`src/rtl/bg_pkg.sv`:
```
// Shared constants for the bus protocol violation monitor.
// Assumes: error bit positions below are visible to software.
package bg_pkg;
    localparam int NUM_CHK      = 5;
    localparam int CHK_AW_HOLD  = 0;
    localparam int CHK_W_HOLD   = 1;
    localparam int CHK_SIZE     = 2;
    localparam int CHK_TIMEOUT  = 3;
    localparam int CHK_OVERFLOW = 4;
    typedef logic [NUM_CHK-1:0] chk_vec_t;
endpackage

```
`src/rtl/bg_stable_chk.sv`:
```
// Channel hold checker: flags a payload change or a valid drop in the
// cycle after a stalled transfer (valid high, ready low).
// Assumes: en low means checking is suspended; the stall memory is dropped.
module bg_stable_chk #(
    parameter int W = 32
) (
    input  logic         clk,
    input  logic         rst_n,
    input  logic         en,
    input  logic         valid,
    input  logic         ready,
    input  logic [W-1:0] payload,
    output logic         viol
);
    logic         stall_q;
    logic [W-1:0] pay_q;

    // Remember whether the last cycle stalled and what it offered.
    always_ff @(posedge clk) begin
        if (!rst_n) begin
            stall_q <= 1'b0;
            pay_q   <= '0;
        end else begin
            stall_q <= en & valid & ~ready;
            pay_q   <= payload;
        end
    end

    // A stalled transfer must come back unchanged.
    always_comb viol = en & stall_q & (~valid | (payload != pay_q));

    // a violation is only possible right after a stall.
    p_viol_after_stall_r1: assert property (@(posedge clk) disable iff (!rst_n)
        viol |-> $past(en && valid && !ready));
endmodule

```
`src/rtl/bg_resp_timer.sv`:
```
// Outstanding-response tracker with a response window timer.
// Counts accepted requests minus responses, restarts the timer on each
// acceptance, stops it when nothing is outstanding.
// Assumes: limit of zero disables the window check.
module bg_resp_timer #(
    parameter int MAX_OUT = 8,
    parameter int TMO_W   = 16
) (
    input  logic             clk,
    input  logic             rst_n,
    input  logic             en,
    input  logic             clear,
    input  logic             req_acc,
    input  logic             rsp_acc,
    input  logic [TMO_W-1:0] limit,
    output logic             viol_tmo,
    output logic             viol_ovf
);
    localparam int CNT_W = $clog2(MAX_OUT + 1);
    localparam logic [CNT_W-1:0] OUT_MAX = CNT_W'(MAX_OUT);

    logic [CNT_W-1:0] out_q, out_d;
    logic [TMO_W-1:0] tmo_q, tmo_d;

    // Next outstanding count, saturating at both ends.
    always_comb begin
        out_d = out_q;
        if (req_acc && !rsp_acc && out_q != OUT_MAX)
            out_d = out_q + 1'b1;
        else if (!req_acc && rsp_acc && out_q != '0)
            out_d = out_q - 1'b1;
    end

    // Next timer value: restart on acceptance, idle at zero when drained.
    always_comb begin
        if (req_acc || out_d == '0)
            tmo_d = '0;
        else if (tmo_q != '1)
            tmo_d = tmo_q + 1'b1;
        else
            tmo_d = tmo_q;
    end

    // Violation outputs.
    always_comb begin
        viol_ovf = en & req_acc & ~rsp_acc & (out_q == OUT_MAX);
        viol_tmo = en & (limit != '0) & (out_q != '0) & (tmo_q >= limit);
    end

    // Counter state, frozen while disabled, emptied by clear.
    always_ff @(posedge clk) begin
        if (!rst_n || clear) begin
            out_q <= '0;
            tmo_q <= '0;
        end else if (en) begin
            out_q <= out_d;
            tmo_q <= tmo_d;
        end
    end

    // the count never exceeds its bound.
    p_out_bound_r5: assert property (@(posedge clk) disable iff (!rst_n)
        out_q <= OUT_MAX);
    // the timer rests at zero whenever nothing is outstanding.
    p_timer_idle_r4: assert property (@(posedge clk) disable iff (!rst_n)
        (out_q == '0) |-> (tmo_q == '0));
endmodule

```
`src/rtl/bg_err_capture.sv`:
```
// Error capture and isolation control. Records the violation bits of the
// first violating cycle with a cycle stamp, raises isolate and irq and
// holds all of them until clear.
// Assumes: clear has priority over a new capture.
module bg_err_capture #(
    parameter int NUM  = 5,
    parameter int TS_W = 16
) (
    input  logic            clk,
    input  logic            rst_n,
    input  logic            clear,
    input  logic [NUM-1:0]  viol,
    output logic [NUM-1:0]  flags,
    output logic [TS_W-1:0] first_ts,
    output logic            isolate,
    output logic            irq
);
    logic [TS_W-1:0] ts_q;
    logic [NUM-1:0]  flags_q;
    logic [TS_W-1:0] first_q;
    logic            iso_q;
    logic            irq_q;

    // Free-running cycle stamp since reset release.
    always_ff @(posedge clk) begin
        if (!rst_n) ts_q <= '0;
        else        ts_q <= ts_q + 1'b1;
    end

    // Capture the first violation and enter isolation.
    always_ff @(posedge clk) begin
        if (!rst_n || clear) begin
            flags_q <= '0;
            first_q <= '0;
            iso_q   <= 1'b0;
            irq_q   <= 1'b0;
        end else if (!iso_q && viol != '0) begin
            flags_q <= viol;
            first_q <= ts_q;
            iso_q   <= 1'b1;
            irq_q   <= 1'b1;
        end
    end

    always_comb begin
        flags    = flags_q;
        first_ts = first_q;
        isolate  = iso_q;
        irq      = irq_q;
    end

    // any violation while active raises isolate and irq.
    p_raise_r6: assert property (@(posedge clk) disable iff (!rst_n)
        (!iso_q && !clear && viol != '0) |=> (iso_q && irq_q));
    // the record holds until clear.
    p_hold_r6: assert property (@(posedge clk) disable iff (!rst_n)
        (iso_q && !clear) |=> (iso_q && irq_q && $stable(flags_q) && $stable(first_q)));
    // clear empties the record.
    p_clear_r8: assert property (@(posedge clk) disable iff (!rst_n)
        clear |=> (!iso_q && !irq_q && flags_q == '0 && first_q == '0));
endmodule

```
`src/rtl/bus_guard.sv`:
```
// Bus protocol violation monitor for one write master port of an untrusted
// region. Checks payload hold on the address and data channels, legal size,
// outstanding bound and response window; isolates on the first violation.
// Assumes: all inputs synchronous to clk; clr_err is a supervisor pulse.
module bus_guard
    import bg_pkg::*;
#(
    parameter int ADDR_W  = 32,
    parameter int DATA_W  = 32,
    parameter int LEN_W   = 8,
    parameter int MAX_OUT = 8,
    parameter int TMO_W   = 16,
    parameter int TS_W    = 16
) (
    input  logic                clk,
    input  logic                rst_n,
    input  logic                aw_valid,
    input  logic                aw_ready,
    input  logic [ADDR_W-1:0]   aw_addr,
    input  logic [LEN_W-1:0]    aw_len,
    input  logic [2:0]          aw_size,
    input  logic                w_valid,
    input  logic                w_ready,
    input  logic [DATA_W-1:0]   w_data,
    input  logic [DATA_W/8-1:0] w_strb,
    input  logic                w_last,
    input  logic                b_valid,
    input  logic                b_ready,
    input  logic [TMO_W-1:0]    tmo_limit,
    input  logic                clr_err,
    output logic [NUM_CHK-1:0]  err_flags,
    output logic [TS_W-1:0]     first_stamp,
    output logic                isolate,
    output logic                irq
);
    localparam int STRB_W = DATA_W / 8;
    localparam logic [2:0] SIZE_MAX = 3'($clog2(STRB_W));
    localparam int AW_PW = ADDR_W + LEN_W + 3;
    localparam int W_PW  = DATA_W + STRB_W + 1;

    logic     active;
    chk_vec_t viol_vec;

    // Checking runs only while the region is connected.
    always_comb active = ~isolate;

    bg_stable_chk #(.W(AW_PW)) i_aw_hold (
        .clk     (clk),
        .rst_n   (rst_n),
        .en      (active),
        .valid   (aw_valid),
        .ready   (aw_ready),
        .payload ({aw_addr, aw_len, aw_size}),
        .viol    (viol_vec[CHK_AW_HOLD])
    );

    bg_stable_chk #(.W(W_PW)) i_w_hold (
        .clk     (clk),
        .rst_n   (rst_n),
        .en      (active),
        .valid   (w_valid),
        .ready   (w_ready),
        .payload ({w_data, w_strb, w_last}),
        .viol    (viol_vec[CHK_W_HOLD])
    );

    // Size code must not exceed the bus width.
    always_comb viol_vec[CHK_SIZE] = active & aw_valid & (aw_size > SIZE_MAX);

    bg_resp_timer #(.MAX_OUT(MAX_OUT), .TMO_W(TMO_W)) i_timer (
        .clk      (clk),
        .rst_n    (rst_n),
        .en       (active),
        .clear    (clr_err),
        .req_acc  (aw_valid & aw_ready),
        .rsp_acc  (b_valid & b_ready),
        .limit    (tmo_limit),
        .viol_tmo (viol_vec[CHK_TIMEOUT]),
        .viol_ovf (viol_vec[CHK_OVERFLOW])
    );

    bg_err_capture #(.NUM(NUM_CHK), .TS_W(TS_W)) i_capture (
        .clk      (clk),
        .rst_n    (rst_n),
        .clear    (clr_err),
        .viol     (viol_vec),
        .flags    (err_flags),
        .first_ts (first_stamp),
        .isolate  (isolate),
        .irq      (irq)
    );

    // no check reports anything while isolated.
    p_iso_quiet_r8: assert property (@(posedge clk) disable iff (!rst_n)
        isolate |-> (viol_vec == '0));
    // an oversize request is recorded at the next edge.
    p_size_r3: assert property (@(posedge clk) disable iff (!rst_n)
        (!isolate && !clr_err && aw_valid && aw_size > SIZE_MAX) |=> err_flags[CHK_SIZE]);
endmodule

```
`config.mk`:
```
export PLATFORM = sky130hd
export DESIGN_NAME = bus_guard
export DESIGN_NICKNAME = d
export VERILOG_FILES = /design/src/rtl/bg_pkg.sv /design/src/rtl/bg_stable_chk.sv /design/src/rtl/bg_resp_timer.sv /design/src/rtl/bg_err_capture.sv /design/src/rtl/bus_guard.sv
export SDC_FILE = /design/constraint.sdc
export NUM_CORES = 1
export LEC_CHECK = 0
export ABC_AREA = 1
export BUFFER_PORTS_ARGS = -buffer_cell sky130_fd_sc_hd__buf_4
export CORE_MARGIN = 4
export CORE_UTILIZATION = 56
export DETAILED_ROUTE_END_ITERATION = 16
export PLACE_DENSITY = 0.8
export SLEW_MARGIN = 10
export SYNTH_ARGS = -nofsm -noshare
export SYNTH_HDL_FRONTEND = slang
export SYNTH_SLANG_ARGS = --single-unit
```
`constraint.sdc`:
```
create_clock -name clk -period 2.3 [get_ports clk]
set_input_delay 0.23 -clock clk [delete_from_list [all_inputs] [get_ports clk]]
set_output_delay 0.23 -clock clk [all_outputs]
set_load 0.02 [all_outputs]
```
==> flow_summary.ini, run 1 <==
[timing]
timing.final.ws_setup_ns = 0.234
worst-slew-pin-transition_ns = 0.906
max_slew_margin_pct = 39.6
timing.final.setup_violations = 0
finalSetupTns_ns = 0
rsz0062_at_grt = no
final_min_period_over_clock_period_pct = 89.8
final_worst_clock_skew_ns = 0.00560
report.final.hold_viol_count = 0
achievable-frequency_mhz = 484
timing.final.max_slew_violations = 0
period_minus_slack_ns = 2.07

[power_and_ir_drop]
internal_power_w = 0.00437
power.share.combinational_pct = 15.7
sequentialPowerShare_pct = 44.1
leakage_power_of_the_design_nw = 5.20
ir_drop_v = 0.000594
power_per_cell_area_nw_per_um2 = 615
switching_share_pct = 25.6
net-switching-power_w = 0.00151
clock_power_share_pct = 40.1

[setup_path]
path_class = reg -> reg
cp.required_ns = 2.65
cp_data_arrival_time_ns = 2.42
endpoint_kind = flip-flop
critical_path_peak_fanout = 28
setup.worst_path.start_class = flip-flop

[die]
die_h_um = 122
placementRows = 41
io_pins = 128
core_um2 = 12700
chipWidth_um = 122
floorplan.die_area_um2 = 14900
initial_utilization_pct = 57.6

[synth]
netlist-cell-type-count = 37
sequential_element_share_of_the_synthesized_area_pct = 38.4
ys_async_sr_fraction_pct = 0
syn-instance-count = 1112
synthMostInstantiatedCell = sky130_fd_sc_hd__nand2_1
yosys_warnings = 0
ys_dominant_reg_cell = sky130_fd_sc_hd__dfxtp_1
synth.top_cells.by_count = sky130_fd_sc_hd__nand2_1, sky130_fd_sc_hd__inv_1, sky130_fd_sc_hd__dfxtp_1, sky130_fd_sc_hd__nor2_1, sky130_fd_sc_hd__nand3_1
yosys-top-cells-area = sky130_fd_sc_hd__dfxtp_1, sky130_fd_sc_hd__nand2_1, sky130_fd_sc_hd__inv_1
post_synth_instance_area_um2 = 7300
synth_nets = 1237
syn_avg_cell_area_um2 = 6.56
netlist.area_leader.share_pct = 38.4
synth-edff-count = 0
yosysTopAreaCell = sky130_fd_sc_hd__dfxtp_1
yosys_register_bits = 140

[cells_and_area]
area_delta_synth_final_pct = 31.0
design_area_um2 = 9560
antenna_fix_cells = 0
filler_cell_count = 960
multi_input_gate_area_um2 = 3410
design.final.nets = 1430
layout_cells_sized_above_1_pct = 16.8
area.sequential_um2 = 2810

[clocking]
path_clk_slew_ns = 0.05
max-clock-path-buffers = 2
ctsRootBufferMaster = sky130_fd_sc_hd__clkbuf_16
tritoncts = built
clkLatencyLatePin_ns = 0.42
tritoncts.num_buffers = 17
htreeDepth = 4
cts.sink_count = 140
post_cts.repair.setup_buffers = 0

[global_route]
antenna_found_initial = 0
globalRoute.totalOverflow = 0
globalRouteTotalUtil_pct = 25.1
grt_max_degree = 91
grt_pass1_vias = 6792
grt_pass1_wl_mm = 29.6

[placed_design]
port_buffers = 127
placement.setup.worst_slack_ns = 0.205
dpl.hpwl_mm = 12.1
placement_cell_area_um2 = 8450
gp_congestion = 0.952

[detailed_routing]
postRouteAntennaNets = 0
drt-vias-per-instance = 4.73
routed_wire_length_per_instance_um = 12.0
via_count = 7032
drt_first_pass_iters = 7
dr.first_iter.drc_count = 367
drc = 0
finalWirelength_mm = 17.9

[run_status]
run_status = finished, final reports clean

[worst_hold_path]
timing.hold.worst.class = in -> reg

[run]
drv.max_cap_violation_count = 0
==> per-layer routing <==
metal  global-route usage (%)  wire [um]  vias to the layer above
met5                        0          0                        -
met4                     11.9        733                        0
met3                     7.94        962                       57
met2                     43.5       8750                      189
met1                     28.0       7450                     3076
li1                         -          -                     3710
==> path summary, 6_finish.rpt <==
check | start | endpoint | slack [ns] | cells after the start
worst min register to register | i_capture.ts_q[0] | i_capture.ts_q[0] | 0.45 | 1
worst min-delay path | aw_addr[27] | i_aw_hold.pay_q[38] | 0.01 | 3
worst max register to register | i_timer.tmo_q[7] | i_capture.first_ts[11] | 0.23 | 13
worst max-delay path | i_timer.tmo_q[7] | i_capture.first_ts[11] | 0.23 | 13
==> cells in the final DEF (no fill, tap or decap), drive strengths merged, types with 3 or more instances in the layout <==
cell type	instances
a21oi	23
buf	143
clkbuf	21
clkinv	6
clkinvlp	3
dfxtp	140
dlygate4sd3	58
ha	20
inv	252
nand2	312
nand3	50
nand3b	10
nand4	37
nor2	138
nor3	11
nor4	3
o21ai	25
o21bai	3
or2	16
xnor2	16
xor2	18
==> power by group through the flow <==
stage               logic [W]  registers, W  clock network [W]
floorplan            0.000496       0.00265                  0
global placement     0.000806       0.00264                  0
detailed placement   0.000825       0.00264                  0
CTS                  0.000910       0.00259            0.00242
global route          0.00105       0.00260            0.00252
finish               0.000926       0.00259            0.00236
==> critical path, stage by stage, from the launching register on <==
cell and delay (ns):
sky130_fd_sc_hd__dfxtp_1 0.41, sky130_fd_sc_hd__ha_1 0.28, sky130_fd_sc_hd__a21oi_1 0.18, sky130_fd_sc_hd__nand2_1 0.09, sky130_fd_sc_hd__nor2_1 0.09, sky130_fd_sc_hd__nand2_1 0.06
sky130_fd_sc_hd__nand2_1 0.09, sky130_fd_sc_hd__nand2_1 0.11, sky130_fd_sc_hd__a21oi_2 0.16, sky130_fd_sc_hd__nand3_1 0.09, sky130_fd_sc_hd__buf_4 0.22, sky130_fd_sc_hd__nand2_1 0.08
sky130_fd_sc_hd__nand2_1 0.05, sky130_fd_sc_hd__nor2_1 0.09
==> what timing repair did <==
action | 4_1_cts | 5_1_grt
setup endpoints to repair | 0 | 30
endpoints found under the hold margin | 58 | 0
hold buffers | 58 | 0
resized for setup | 0 | 9
==> kinds of logic after synthesis <==
| kind of cell | after synthesis | synth area share (%) |
|---|---|---|
| adders and majority gates | 20 | 3.43 |
| DFF | 140 | 38.4 |
| AOI/OAI and AO/OA | 57 | 4.18 |
| buffers and inverters | 281 | 14.9 |
| xor gates and xnor gates | 34 | 4.08 |
| and+or+nand+nor | 580 | 35.0 |
==> through the flow <==
step | utilization (%) | cells | power (W) | hold WS [ns]
2_1_floorplan | - | 1112 | 0.00315 | 0.308
6_report | 75.4 | 1486 | 0.00588 | 0.00983
3_5_place_dp | 66.7 | 1400 | 0.00347 | 0.398
5_1_grt | 75.4 | 1486 | 0.00617 | 0.00100
3_3_place_gp | 66.7 | 1400 | 0.00344 | 0.396
4_1_cts | 75.3 | 1486 | 0.00592 | 0.0000442
==> sequential cells by signal (all words and copies together), names as in the netlist <==
register	count
i_aw_hold.pay_q	43
i_aw_hold.stall_q	1
i_capture.first_ts	16
i_capture.flags	5
i_capture.isolate	1
i_capture.ts_q	16
i_timer.out_q	4
i_timer.tmo_q	16
i_w_hold.pay_q	37
i_w_hold.stall_q	1
==> area by class of cell <==
class / instances / area share (%)
Multi-Input combinational cell: 691 / 35.7
Clock buffer: 21 / 4.82
Clock inverter: 7 / 0.484
Inverter: 254 / 10.0
Sequential cell: 140 / 29.4
Timing Repair Buffer: 201 / 17.4
Tap cell: 172 / 2.25
No activity file was read; power rests on OpenSTA's default activity.
==> run 2, diff against run 1 <==
GPL_TIMING_DRIVEN = 0   (was unset)
clock period = 2.2 ns   (was 2.3 ns; I/O delays follow)
==> flow_summary.ini, run 2 (synthesis gave the netlist of run 1 again) <==
[setup_path]
beginning_of_the_worst_register_to_register_path = i_timer.tmo_q[3]
critical_path_peak_fanout = 10
crit_chain = ha_1 -> a21oi_1 -> a21boi_1 -> nand2_1 -> nand2_1 -> nand2_2 -> a21oi_4 -> nand3_4 -> buf_4 -> nor2_1 -> nor2_1
setup.worst_path.start_class = flip-flop
cpLargestDelayFamily = compound AO/OA/AOI/OAI gates
worst_setup_path_startpoint = i_timer.tmo_q[3]
cpPeakStageDelay_ns = 0.35
cp.required_ns = 2.52
path_class = reg -> reg
worst-path-buf-inv = 1
critical_path.slowest_cell = sky130_fd_sc_hd__dfxtp_2
rr_worst_depth = 11
worst-r2r-setup-slack_ns = 0.14
r2r-end = i_capture.first_ts[8]
endpoint_kind = flip-flop
cp_data_arrival_time_ns = 2.38

[global_route]
grt_pass1_wl_mm = 32.0
use_met2_pct = 48.3
grt.busiest_layer = met2
globalRouteTotalUtil_pct = 27.0
globalRoute.totalOverflow = 0
grt_pass1_vias = 7233
met1_grt_util_pct = 29.9
globalRouteMet3Util_pct = 5.15
antenna_found_initial = 2
grt_max_degree = 17

[cells_and_area]
fin_util_pct = 78.7
max_flop_register = i_aw_hold.pay_q
largest_register_ffs = 43
layout_commonest_cell = sky130_fd_sc_hd__nand2_1
design.final.nets = 1466
area.sequential_um2 = 2820
filler_cell_count = 892
layout_cells_sized_above_1_pct = 18.5
design_area_um2 = 9970
registers_with_the_most_flip_flops = i_aw_hold.pay_q: 43 flops, i_w_hold.pay_q: 37 flops
finalNonFillerCells = 1528
area_delta_synth_final_pct = 36.6
layout.cells.most_common_list = sky130_fd_sc_hd__nand2_1, sky130_fd_sc_hd__inv_1, sky130_fd_sc_hd__buf_4, sky130_fd_sc_hd__dfxtp_1, sky130_fd_sc_hd__nor2_1
multi_input_gate_area_um2 = 3480

[detailed_routing]
drc = 0
finalWirelength_mm = 19.4
drt-vias-per-instance = 4.82
routed_wire_length_per_instance_um = 12.7
dr.first_iter.drc_count = 319
postRouteAntennaNets = 0
drt_first_pass_iters = 5
via_count = 7364

[power_and_ir_drop]
power_per_cell_area_nw_per_um2 = 649
leakage_power_of_the_design_nw = 5.37
ir_drop_v = 0.000579

[run_status]
run_status = finished, final reports clean

[clocking]
ctsRootBufferMaster = sky130_fd_sc_hd__clkbuf_16
cts.sink_count = 140
clkLatencyLatePin_ns = 0.43
max-clock-path-buffers = 2
tritoncts = built
htreeDepth = 4
tritoncts.num_buffers = 17
path_clk_slew_ns = 0.06

[timing]
report.final.hold_viol_count = 0
timing.final.max_slew_violations = 0
period_minus_slack_ns = 2.06
achievable-frequency_mhz = 486
final_min_period_over_clock_period_pct = 93.6
timing.final.setup_violations = 0
finalSetupTns_ns = 0
max_slew_margin_pct = 57.7
final_worst_clock_skew_ns = 0.0120
worst-slew-pin-transition_ns = 0.635

[run]
drv.max_cap_violation_count = 0

[worst_hold_path]
holdCritStartpoint = w_data[25]
timing.hold.worst.class = in -> reg
min_path_cells = 3
hold-path-endpoint = i_w_hold.pay_q[30]

[die]
placementRows = 41
initial_utilization_pct = 57.6
die_h_um = 122
io_pins = 128
floorplan.die_area_um2 = 14900
core_um2 = 12700
chipWidth_um = 122

[placed_design]
placement_cell_area_um2 = 8460
placed_cells = 1410
port_buffers = 126
dpl.hpwl_mm = 12.5
gp_congestion = 0.950
[run 2: worst max path at each step]
| stage | depth (start not counted) | endpoint |
|---|---|---|
| finish | 11 | i_capture.first_ts[8] |
| global route | 16 | i_timer.tmo_q[5] |
| global placement | 15 | i_capture.first_ts[6] |
| CTS | 15 | i_capture.first_ts[6] |
| floorplan | 11 | i_capture.first_ts[0] |
| detailed placement | 12 | i_capture.first_ts[6] |
[run 2: area by class of cell]
class | instances | share of cell area (%)
Antenna cell | 2 | 0.0502
Buffer | 27 | 1.62
Clock buffer | 25 | 4.97
Clock inverter | 7 | 0.628
Inverter | 254 | 9.56
Multi-Input combinational cell | 691 | 34.9
Sequential cell | 140 | 28.3
Tap cell | 172 | 2.16
Timing Repair Buffer | 210 | 17.8
[run 2: what timing repair did]
action                     4_1_cts  5_1_grt
gates resized for setup          9       37
gates cloned                     0        1
hold buffers                    73        0
setup endpoints to repair       32       37
hold endpoints to repair        73        0
pin swaps                        0        7
buffers inserted                 2        8
[run 2: report_power, final]
| group | switching (W) | internal (W) | leakage [nW] |
|---|---|---|---|
| registers | 0.0000646 | 0.00265 | 1.16 |
| clock network | 0.00104 | 0.00166 | 0.277 |
| logic | 0.000549 | 0.000503 | 3.93 |
[run 2: tightest hold or removal path, stage by stage]
cell and delay [ns]:
sky130_fd_sc_hd__buf_4 0.09, sky130_fd_sc_hd__nand2_1 0.04, sky130_fd_sc_hd__inv_1 0.05
[run 2: routing by layer]
metal  routed length, um  part of all wire, %  vias to the layer above
li1                    -                    -                     3791
met1                7760                   40                     3275
met2                9740                   50                      233
met3                1110                  5.7                       65
met4                 787                  4.1                        0
met5                   0                    0                        -
[run 2: per-stage QoR]
stage	setup WS [ns]	hold WS (ns)	power [W]
floorplan	0.242	0.298	0.00329
global placement	-0.246	0.387	0.00360
detailed placement	-0.301	0.386	0.00363
CTS	0.0184	0.000263	0.00641
global route	-0.0134	0.00831	0.00674
finish	0.140	0.000253	0.00647
